[config.mk]
export PLATFORM = sky130hd
export DESIGN_NAME = wan_trap_classifier
export DESIGN_NICKNAME = d
export VERILOG_FILES = /design/src/rtl/trap_pkg.sv /design/src/rtl/trap_beat_tracker.sv /design/src/rtl/trap_pair_match.sv /design/src/rtl/trap_vlan_gate.sv /design/src/rtl/wan_trap_classifier.sv
export SDC_FILE = /design/constraint.sdc
export NUM_CORES = 1
export LEC_CHECK = 0
export ABC_AREA = 0
export BUFFER_PORTS_ARGS = -buffer_cell sky130_fd_sc_hd__buf_4
export CORE_MARGIN = 8
export CORE_UTILIZATION = 48
export CTS_CLUSTER_SIZE = 30
export DETAILED_ROUTE_END_ITERATION = 16
export GPL_TIMING_DRIVEN = 0
export PLACE_DENSITY_LB_ADDON = 0.05
export SLEW_MARGIN = 20
export SYNTH_ARGS = -nofsm -noshare
export SYNTH_HDL_FRONTEND = slang
export SYNTH_HIERARCHICAL = 1
export SYNTH_SLANG_ARGS = --single-unit
[constraint.sdc]
create_clock -name clk -period 2.2 [get_ports clk]
set_input_delay 0 -clock clk [delete_from_list [all_inputs] [get_ports clk]]
set_output_delay 0 -clock clk [all_outputs]
set_load 0.01 [all_outputs]
[src/rtl/trap_pkg.sv]
package trap_pkg;
  localparam int SRC_VLAN = 0;
  localparam int SRC_ET   = 1;
  localparam int SRC_HDR  = 2;
  localparam int NSRC     = 3;
  typedef logic [NSRC-1:0] trap_src_t;
  localparam logic [3:0] VLAN_EXTRACT_CODE = 4'hE;
endpackage

[src/rtl/trap_beat_tracker.sv]
module trap_beat_tracker #(
  parameter int DEC_WIN = 32,
  parameter int IDX_W   = $clog2(DEC_WIN) + 1
) (
  input  logic             clk,
  input  logic             rst,
  input  logic             in_valid,
  input  logic             in_sof,
  input  logic             in_eof,
  output logic             beat,
  output logic             sof_beat,
  output logic             active,
  output logic [IDX_W-1:0] idx,
  output logic             decide
);
  localparam logic [IDX_W-1:0] CNT_MAX  = '1;
  localparam logic [IDX_W-1:0] LAST_IDX = IDX_W'(DEC_WIN - 1);

  logic [IDX_W-1:0] cnt;
  logic             act_q;

  assign sof_beat = in_valid && in_sof;
  assign beat     = in_valid && (in_sof || act_q);
  assign idx      = in_sof ? '0 : cnt;
  assign decide   = beat && (in_eof || idx == LAST_IDX);
  assign active   = act_q;

  always_ff @(posedge clk) begin
    if (rst) begin
      cnt   <= '0;
      act_q <= 1'b0;
    end else if (beat) begin
      cnt   <= (idx == CNT_MAX) ? CNT_MAX : idx + 1'b1;
      act_q <= !decide;
    end
  end
endmodule

[src/rtl/trap_pair_match.sv]
module trap_pair_match #(
  parameter int WIN   = 8,
  parameter int OFF_W = 3,
  parameter int IDX_W = 6
) (
  input  logic             clk,
  input  logic             rst,
  input  logic             beat,
  input  logic             sof_beat,
  input  logic [IDX_W-1:0] idx,
  input  logic [7:0]       prev_byte,
  input  logic [7:0]       cur_byte,
  input  logic [OFF_W-1:0] off,
  input  logic [15:0]      val,
  output logic             hit
);
  localparam int CW = (IDX_W > OFF_W ? IDX_W : OFF_W) + 1;
  localparam logic [OFF_W-1:0] OFF_LIMIT = OFF_W'(WIN - 2);

  logic [CW-1:0] target;
  logic          off_ok;
  logic          cur_hit;
  logic          acc;

  assign target  = CW'(off) + CW'(1);
  assign off_ok  = off <= OFF_LIMIT;
  assign cur_hit = beat && off_ok && (CW'(idx) == target) &&
                   ({prev_byte, cur_byte} == val);
  assign hit     = cur_hit || (acc && !sof_beat);

  always_ff @(posedge clk) begin
    if (rst)           acc <= 1'b0;
    else if (sof_beat) acc <= cur_hit;
    else if (beat)     acc <= acc || cur_hit;
  end
endmodule

[src/rtl/trap_vlan_gate.sv]
module trap_vlan_gate #(
  parameter int NPORTS = 4,
  parameter int PORT_W = $clog2(NPORTS),
  parameter logic [3:0] EXTRACT = 4'hE
) (
  input  logic              clk,
  input  logic              rst,
  input  logic              sof_beat,
  input  logic              active,
  input  logic [PORT_W-1:0] in_port,
  input  logic              vlan_res_valid,
  input  logic [3:0]        vlan_res,
  input  logic [NPORTS-1:0] cfg_fwd_mask,
  output logic              hit
);
  logic [PORT_W-1:0] port_q;
  logic [PORT_W-1:0] port_cur;
  logic              cur_ext;
  logic              acc;
  logic              port_ok;

  assign port_cur = sof_beat ? in_port : port_q;
  assign port_ok  = cfg_fwd_mask[port_cur];
  assign cur_ext  = vlan_res_valid && (vlan_res == EXTRACT) && (active || sof_beat);
  assign hit      = port_ok && (cur_ext || (acc && !sof_beat));

  always_ff @(posedge clk) begin
    if (rst) begin
      port_q <= '0;
      acc    <= 1'b0;
    end else if (sof_beat) begin
      port_q <= in_port;
      acc    <= cur_ext;
    end else if (active) begin
      acc    <= acc || cur_ext;
    end
  end
endmodule

[src/rtl/wan_trap_classifier.sv]
module wan_trap_classifier
  import trap_pkg::*;
#(
  parameter int NPORTS    = 4,
  parameter int PORT_W    = $clog2(NPORTS),
  parameter int ET_WIN    = 32,
  parameter int HDR_WIN   = 8,
  parameter int ET_OFF_W  = 6,
  parameter int HDR_OFF_W = 3
) (
  input  logic                 clk,
  input  logic                 rst,
  input  logic                 in_valid,
  input  logic                 in_sof,
  input  logic                 in_eof,
  input  logic [7:0]           in_data,
  input  logic [PORT_W-1:0]    in_port,
  input  logic                 vlan_res_valid,
  input  logic [3:0]           vlan_res,
  input  logic [NPORTS-1:0]    cfg_fwd_mask,
  input  logic                 cfg_vlan_en,
  input  logic                 cfg_et_en,
  input  logic [15:0]          cfg_et_val,
  input  logic [ET_OFF_W-1:0]  cfg_et_off,
  input  logic                 cfg_hdr_en,
  input  logic [15:0]          cfg_hdr_val,
  input  logic [HDR_OFF_W-1:0] cfg_hdr_off,
  output logic                 trap_valid,
  output logic                 trap_hit,
  output logic [NSRC-1:0]      trap_src
);
  localparam int IDX_W = $clog2(ET_WIN) + 1;

  logic             beat, sof_beat, active, decide;
  logic [IDX_W-1:0] idx;
  logic [7:0]       prev_byte;
  logic             et_hit, hdr_hit, vlan_hit;
  trap_src_t        src_next;

  trap_beat_tracker #(.DEC_WIN(ET_WIN), .IDX_W(IDX_W)) u_track (
    .clk(clk), .rst(rst), .in_valid(in_valid), .in_sof(in_sof), .in_eof(in_eof),
    .beat(beat), .sof_beat(sof_beat), .active(active), .idx(idx), .decide(decide)
  );

  always_ff @(posedge clk) begin
    if (rst)       prev_byte <= '0;
    else if (beat) prev_byte <= in_data;
  end

  trap_pair_match #(.WIN(ET_WIN), .OFF_W(ET_OFF_W), .IDX_W(IDX_W)) u_et (
    .clk(clk), .rst(rst), .beat(beat), .sof_beat(sof_beat), .idx(idx),
    .prev_byte(prev_byte), .cur_byte(in_data), .off(cfg_et_off),
    .val(cfg_et_val), .hit(et_hit)
  );

  trap_pair_match #(.WIN(HDR_WIN), .OFF_W(HDR_OFF_W), .IDX_W(IDX_W)) u_hdr (
    .clk(clk), .rst(rst), .beat(beat), .sof_beat(sof_beat), .idx(idx),
    .prev_byte(prev_byte), .cur_byte(in_data), .off(cfg_hdr_off),
    .val(cfg_hdr_val), .hit(hdr_hit)
  );

  trap_vlan_gate #(.NPORTS(NPORTS), .PORT_W(PORT_W), .EXTRACT(VLAN_EXTRACT_CODE)) u_vlan (
    .clk(clk), .rst(rst), .sof_beat(sof_beat), .active(active), .in_port(in_port),
    .vlan_res_valid(vlan_res_valid), .vlan_res(vlan_res),
    .cfg_fwd_mask(cfg_fwd_mask), .hit(vlan_hit)
  );

  always_comb begin
    src_next           = '0;
    src_next[SRC_VLAN] = cfg_vlan_en && vlan_hit;
    src_next[SRC_ET]   = cfg_et_en && et_hit;
    src_next[SRC_HDR]  = cfg_hdr_en && hdr_hit;
  end

  always_ff @(posedge clk) begin
    if (rst) begin
      trap_valid <= 1'b0;
      trap_hit   <= 1'b0;
      trap_src   <= '0;
    end else begin
      trap_valid <= decide;
      trap_hit   <= decide && (|src_next);
      trap_src   <= decide ? src_next : '0;
    end
  end
endmodule

# == After elaboration in Yosys (flattened, before gate mapping) ==
# Index checks and enable logic that the tools add are counted.
# op_classes
n_addsub,3
order_cmp,3
shifts,0
n_reduce_logical,34
multipliers,0
n_bitwise,1
eq_ne,7
muxes,11
div_mod_pow,0
# ops
cell,n
$eq A16 B16 Y1,2
$logic_and A1 B1 Y1,19
$eq A6 B7 Y1,2
$mux W6,2
$logic_or A1 B1 Y1,9
$add A6 B1 Y7 const B,1
$mux W1,7
$add A6 B1 Y6 const B,1
$eq A6 B5 Y1 const B,1
$eq A6 B6 Y1 const B,1
$le A6 B5 Y1 const B,1
$add A3 B1 Y4 const B,1
$eq A4 B4 Y1 const B,1
$reduce_bool A2 Y1,2
$le A3 B3 Y1 const B,1
$lt A2 B3 Y1 const B,1
$reduce_or A3 Y1,1
$bmux W1 S2,1
$logic_not A1 Y1,2
$mux W2,1
$reduce_or A2 Y1,1
$not A1 Y1,1
# totals
memories,0
ram_bits,0
elab_cells,69
romBits,0
register_bits,25
latchBits,0

# == Longest topological paths before layout ==
# logic_depth
depth_word,9
ltp_mapped,9
mapped_depth_nobuf,9

# == Hierarchy ==
# The synthesis kept the hierarchy.
# by_module_without_submodules
module,cells_each,area_per_inst_um2,instances
wan_trap_classifier,40,454.2,1
trap_pair_match at u_et,55,420.4,1
trap_beat_tracker,50,411.6,1
trap_pair_match at u_hdr,42,331.6,1
trap_vlan_gate,14,153.9,1

# == Worst setup path after synthesis ==
# OpenSTA, ideal clock, no wires.
# synth_path
path_type,flip-flop to flip-flop
from,register u_track.cnt[0]
to,register trap_hit
arrival_time_ns,1.759
required_time_ns,2.127
setup_time_ns,0.073
stages_incl_launch_ff,8
slack_ns,0.367
cell_sequence,dfxtp_1 -> nor2b_1 -> xor2_1 -> o2111ai_1 -> or4_1 -> o22ai_1 -> nand2_1 -> a31oi_4
# synth_via
elab_chain_len,8
word_cells_on_any_way,16
# synth_rtl
item,line,source
from (decl),trap_beat_tracker.sv:19,logic [IDX_W-1:0] cnt;
from (signal assigned),trap_beat_tracker.sv:33,cnt <= (idx == CNT_MAX) ? CNT_MAX : idx + 1'b1;
$mux W6,trap_beat_tracker.sv:24,assign idx = in_sof ? '0 : cnt;
via idx[0],wan_trap_classifier.sv:35,logic [IDX_W-1:0] idx;
$eq A6 B7 Y1,trap_pair_match.sv:27,assign cur_hit = beat && off_ok && (CW'(idx) == target) &&
$logic_and A1 B1 Y1 (2 in a row),trap_pair_match.sv:27,
$logic_or A1 B1 Y1,trap_pair_match.sv:29,assign hit = cur_hit || (acc && !sof_beat);
via hdr_hit,wan_trap_classifier.sv:37,"logic et_hit, hdr_hit, vlan_hit;"
$logic_and A1 B1 Y1,wan_trap_classifier.sv:72,src_next[SRC_HDR] = cfg_hdr_en && hdr_hit;
$reduce_or A3 Y1,wan_trap_classifier.sv:82,trap_hit <= decide && (|src_next);
$logic_and A1 B1 Y1,wan_trap_classifier.sv:82,
to (signal assigned),wan_trap_classifier.sv:82,
to (decl),wan_trap_classifier.sv:29,"output logic trap_hit,"
# The timed path passes the listed nets, and every way through them passes these cells.
# A chain may end at the register's enable or synchronous reset.

# == Worst setup path after layout ==
# layout_path
from,register u_track.cnt[2]
to,register trap_hit
# layout_via
elab_chain_len,8
word_cells_on_any_way,16
# layout_rtl
item,line,source
$mux W6,trap_beat_tracker.sv:24,
via idx[2],wan_trap_classifier.sv:35,
$eq A6 B7 Y1,trap_pair_match.sv:27,
$logic_and A1 B1 Y1 (2 in a row),trap_pair_match.sv:27,
$logic_or A1 B1 Y1,trap_pair_match.sv:29,
via et_hit,wan_trap_classifier.sv:37,
$logic_and A1 B1 Y1,wan_trap_classifier.sv:71,src_next[SRC_ET] = cfg_et_en && et_hit;
$reduce_or A3 Y1,wan_trap_classifier.sv:82,
$logic_and A1 B1 Y1,wan_trap_classifier.sv:82,
# The timed path passes the listed nets, and every way through them passes these cells.

==> results.toml <==
[yosys]
synth_mux_area_frac = 0.06921
syn_inst = 201
netlist_area_mm2 = 0.001772
synth_top_family_by_area = "simple AND/OR/NAND/NOR gates"
ys_seq_elements = 25
syn-num-nets = 274
synthAdderAreaFrac = 0.03531
synth-edff-count = 0
yosysSeqAreaShare = 0.2825
yosys.area_share.simple = 0.2225
postSynth.topFlopCell = "dfxtp_1"
synth_compound_area_frac = 0.1321
yosys-top-cells-area = "dfxtp_1 28%, xnor2_1 16%, xor2_1 5.9%, mux2i_1 5.6%, nor2_1 4.4%"
ys_types = 45
synthTopCellsByCount = "32 x xnor2_1, 25 x dfxtp_1, 21 x nor2_1"
async_flop_share = 0
synth_top_cell_area_share = 0.2825
synth_xor_xnor_area_share = 0.2175
synth.most_common_cell = "xnor2_1"
yosys_warnings = 6
post_synth.cell_area_avg_um2 = 8.814
synth_area_leader_cell = "dfxtp_1"

[routing]
drc_errors = 0
dr.pass1.iters = 4
num_vias = 1664
post_drt_wl_per_cell_um = 14.44
ant_nets = 0
routed_wirelength_um = 4736
first_iter_violations = 95
viasPerCell = 5.073

[clock_network]
cts_max_path_buffers = 2
cts_made_buffers = 3
clock_latency_ps = 270
cts_root_buffer = "clkbuf_8"
htreeDepth = 1
clkTransAtPathRegs_ps = 90
cts_tree = "yes"
postCtsSetupBuffers = 0
cts.sinks = 25

[cells_and_area]
nFillCells = 316
multi_input_area_mm2 = 0.001201
drive_above_1_share = 0.3286
stdcell_area_mm2 = 0.002454
regArea_um2 = 500.5
syn_to_final_growth_pct = 38.49
fin_util = 0.6804
stdcell_count = 328
fin_nets = 354
antenna_cells = 0

[place]
postPlaceCellArea_mm2 = 0.002372
place_inst = 321
gp_congestion = 0.8306
place_hpwl_um = 3897
port_buffers = 72

[setup_path]
cp.arrival_ps = 2240
critPathLaunchType = "flip-flop"
cp-end-kind = "flip-flop"
path_class = "reg -> reg"
worstPathRequired_ps = 2410
cp_max_fo = 6

[pwr]
p_int_uw = 768.9
combPwrFrac = 0.279
power.density_mw_per_mm2 = 430.9
switching_power_uw = 288.5
seq_power_share = 0.456
irDropWorstVdd_uv = 264.6
switching_share = 0.2728
cellLeakagePower_uw = 0.001006
clockPowerShare = 0.265

[sta]
tns_ps = 0
max_slew_margin = 0.6746
worstMarginPinSlew_ps = 483.7
fin_skew_ps = 5.153
fin_crit_ps = 2035
rsz0062_at_grt = "false"
fmax_ghz = 0.4914
setup_viol = 0
hold_viol = 0
fin_crit_sh = 0.9250
slew_violations = 0

[floorplanning]
die-area_mm2 = 0.005891
initial_core_util = 0.4913
die_height_um = 76.76
coreArea_mm2 = 0.003606
num_rows = 22
die_w_um = 76.76
pin_count = 73

[min_path]
hold_class = "in -> reg"

[grt]
track_usage = 0.1605
grt_start_max_net_pins = 16
grt_pass1_wl_um = 8045
grt_pass1_vias = 1804
antenna_found_initial = 0
overflow = 0

[run]
cap_violations = 0

[run_status]
status = "finished, final reports clean"
## cell usage in the layout (no fill, tap or decap), types with 6 or more instances in the layout
| cell type | Yosys | final |
|---|---|---|
| buf_4 | 0 | 72 |
| xnor2_1 | 32 | 32 |
| dfxtp_1 | 25 | 25 |
| nor2_1 | 21 | 21 |
| xor2_1 | 12 | 12 |
| mux2i_1 | 10 | 10 |
| inv_1 | 11 | 10 |
| nand4_1 | 10 | 10 |
| nand2_1 | 9 | 9 |
| o21ai_0 | 6 | 6 |
## flip-flops by register name, indices dropped and copies added, names as in the netlist
name	flops
u_hdr/acc	1
trap_hit	1
trap_valid	1
prev_byte	8
u_vlan/port_q	2
u_et/acc	1
trap_src	3
u_track/active	1
u_vlan/acc	1
u_track/cnt	6
## power groups by stage
stage          registers [µW]  clock network [µW]  logic, µW
4_1_cts                   482                 287        296
5_1_grt                   484                 300        324
6_report                  482                 281        295
2_1_floorplan             489                   0        149
3_5_place_dp              492                   0        290
3_3_place_gp              492                   0        287
## logic make-up after synthesis
| group | after synthesis |
|---|---|
| muxes | 11 |
| buffers and inverters | 15 |
| DFF | 25 |
| AOI/OAI and AO/OA | 30 |
| adders and majority gates | 5 |
| xor gates and xnor gates | 44 |
| and+or+nand+nor | 71 |
## per-layer routing
layer,up-vias,global-route usage,wire [µm]
met1,743,0.1881,2086
met2,56,0.2829,2278
li1,863,-,-
met5,-,0,0
met4,0,0.02500,19
met3,2,0.04779,352
## repair_timing
| item | CTS | global route |
|---|---|---|
| hold buffers | 3 | 0 |
| setup endpoints to repair | 0 | 2 |
| endpoints found under the hold margin | 5 | 0 |
| resized for setup | 0 | 2 |
## worst paths after layout
path                                             startpoint                         to  cells after the start  slack, ps
worst max register to register  u_track/cnt[2]$_SDFFE_PP0P_        trap_hit$_SDFF_PP0_                      9        170
worst min register to register        u_et/acc$_SDFFE_PP0P_      u_et/acc$_SDFFE_PP0P_                      2        520
worst min-delay path                             in_data[0]  prev_byte[0]$_SDFFE_PP0P_                      3          1
worst max-delay path            u_track/cnt[2]$_SDFFE_PP0P_        trap_hit$_SDFF_PP0_                      9        170
## worst max-delay path, stage by stage (launching register included)
cell and delay (ps):
dfxtp_1 420, inv_1 80, nor2_1 290, nor2b_1 70, or3_1 340, a31oi_1 230
nand4_1 190, nand2_1 120, nand2_1 100, a31oi_4 130
## final cells by class
cell class,count,area share
clock buffer,3,0.01683
buffer,3,0.01122
multi-input combinational,161,0.4895
clock inverter,1,0.003060
inverter,12,0.01836
sequential,25,0.2040
tap,48,0.02448
timing repair buffer,75,0.2325
## metrics by stage
stage                     setup slack (ps)  total power [µW]  hold slack, ps
after floorplan                      367.5             637.5           64.65
after global placement               88.53             778.7           269.9
after detailed placement             89.51             782.7           271.8
after CTS                            49.30              1065          0.1270
after global routing                 10.80              1109           15.65
final                                165.0              1057           1.297
Power figures use the tool's default switching activity.
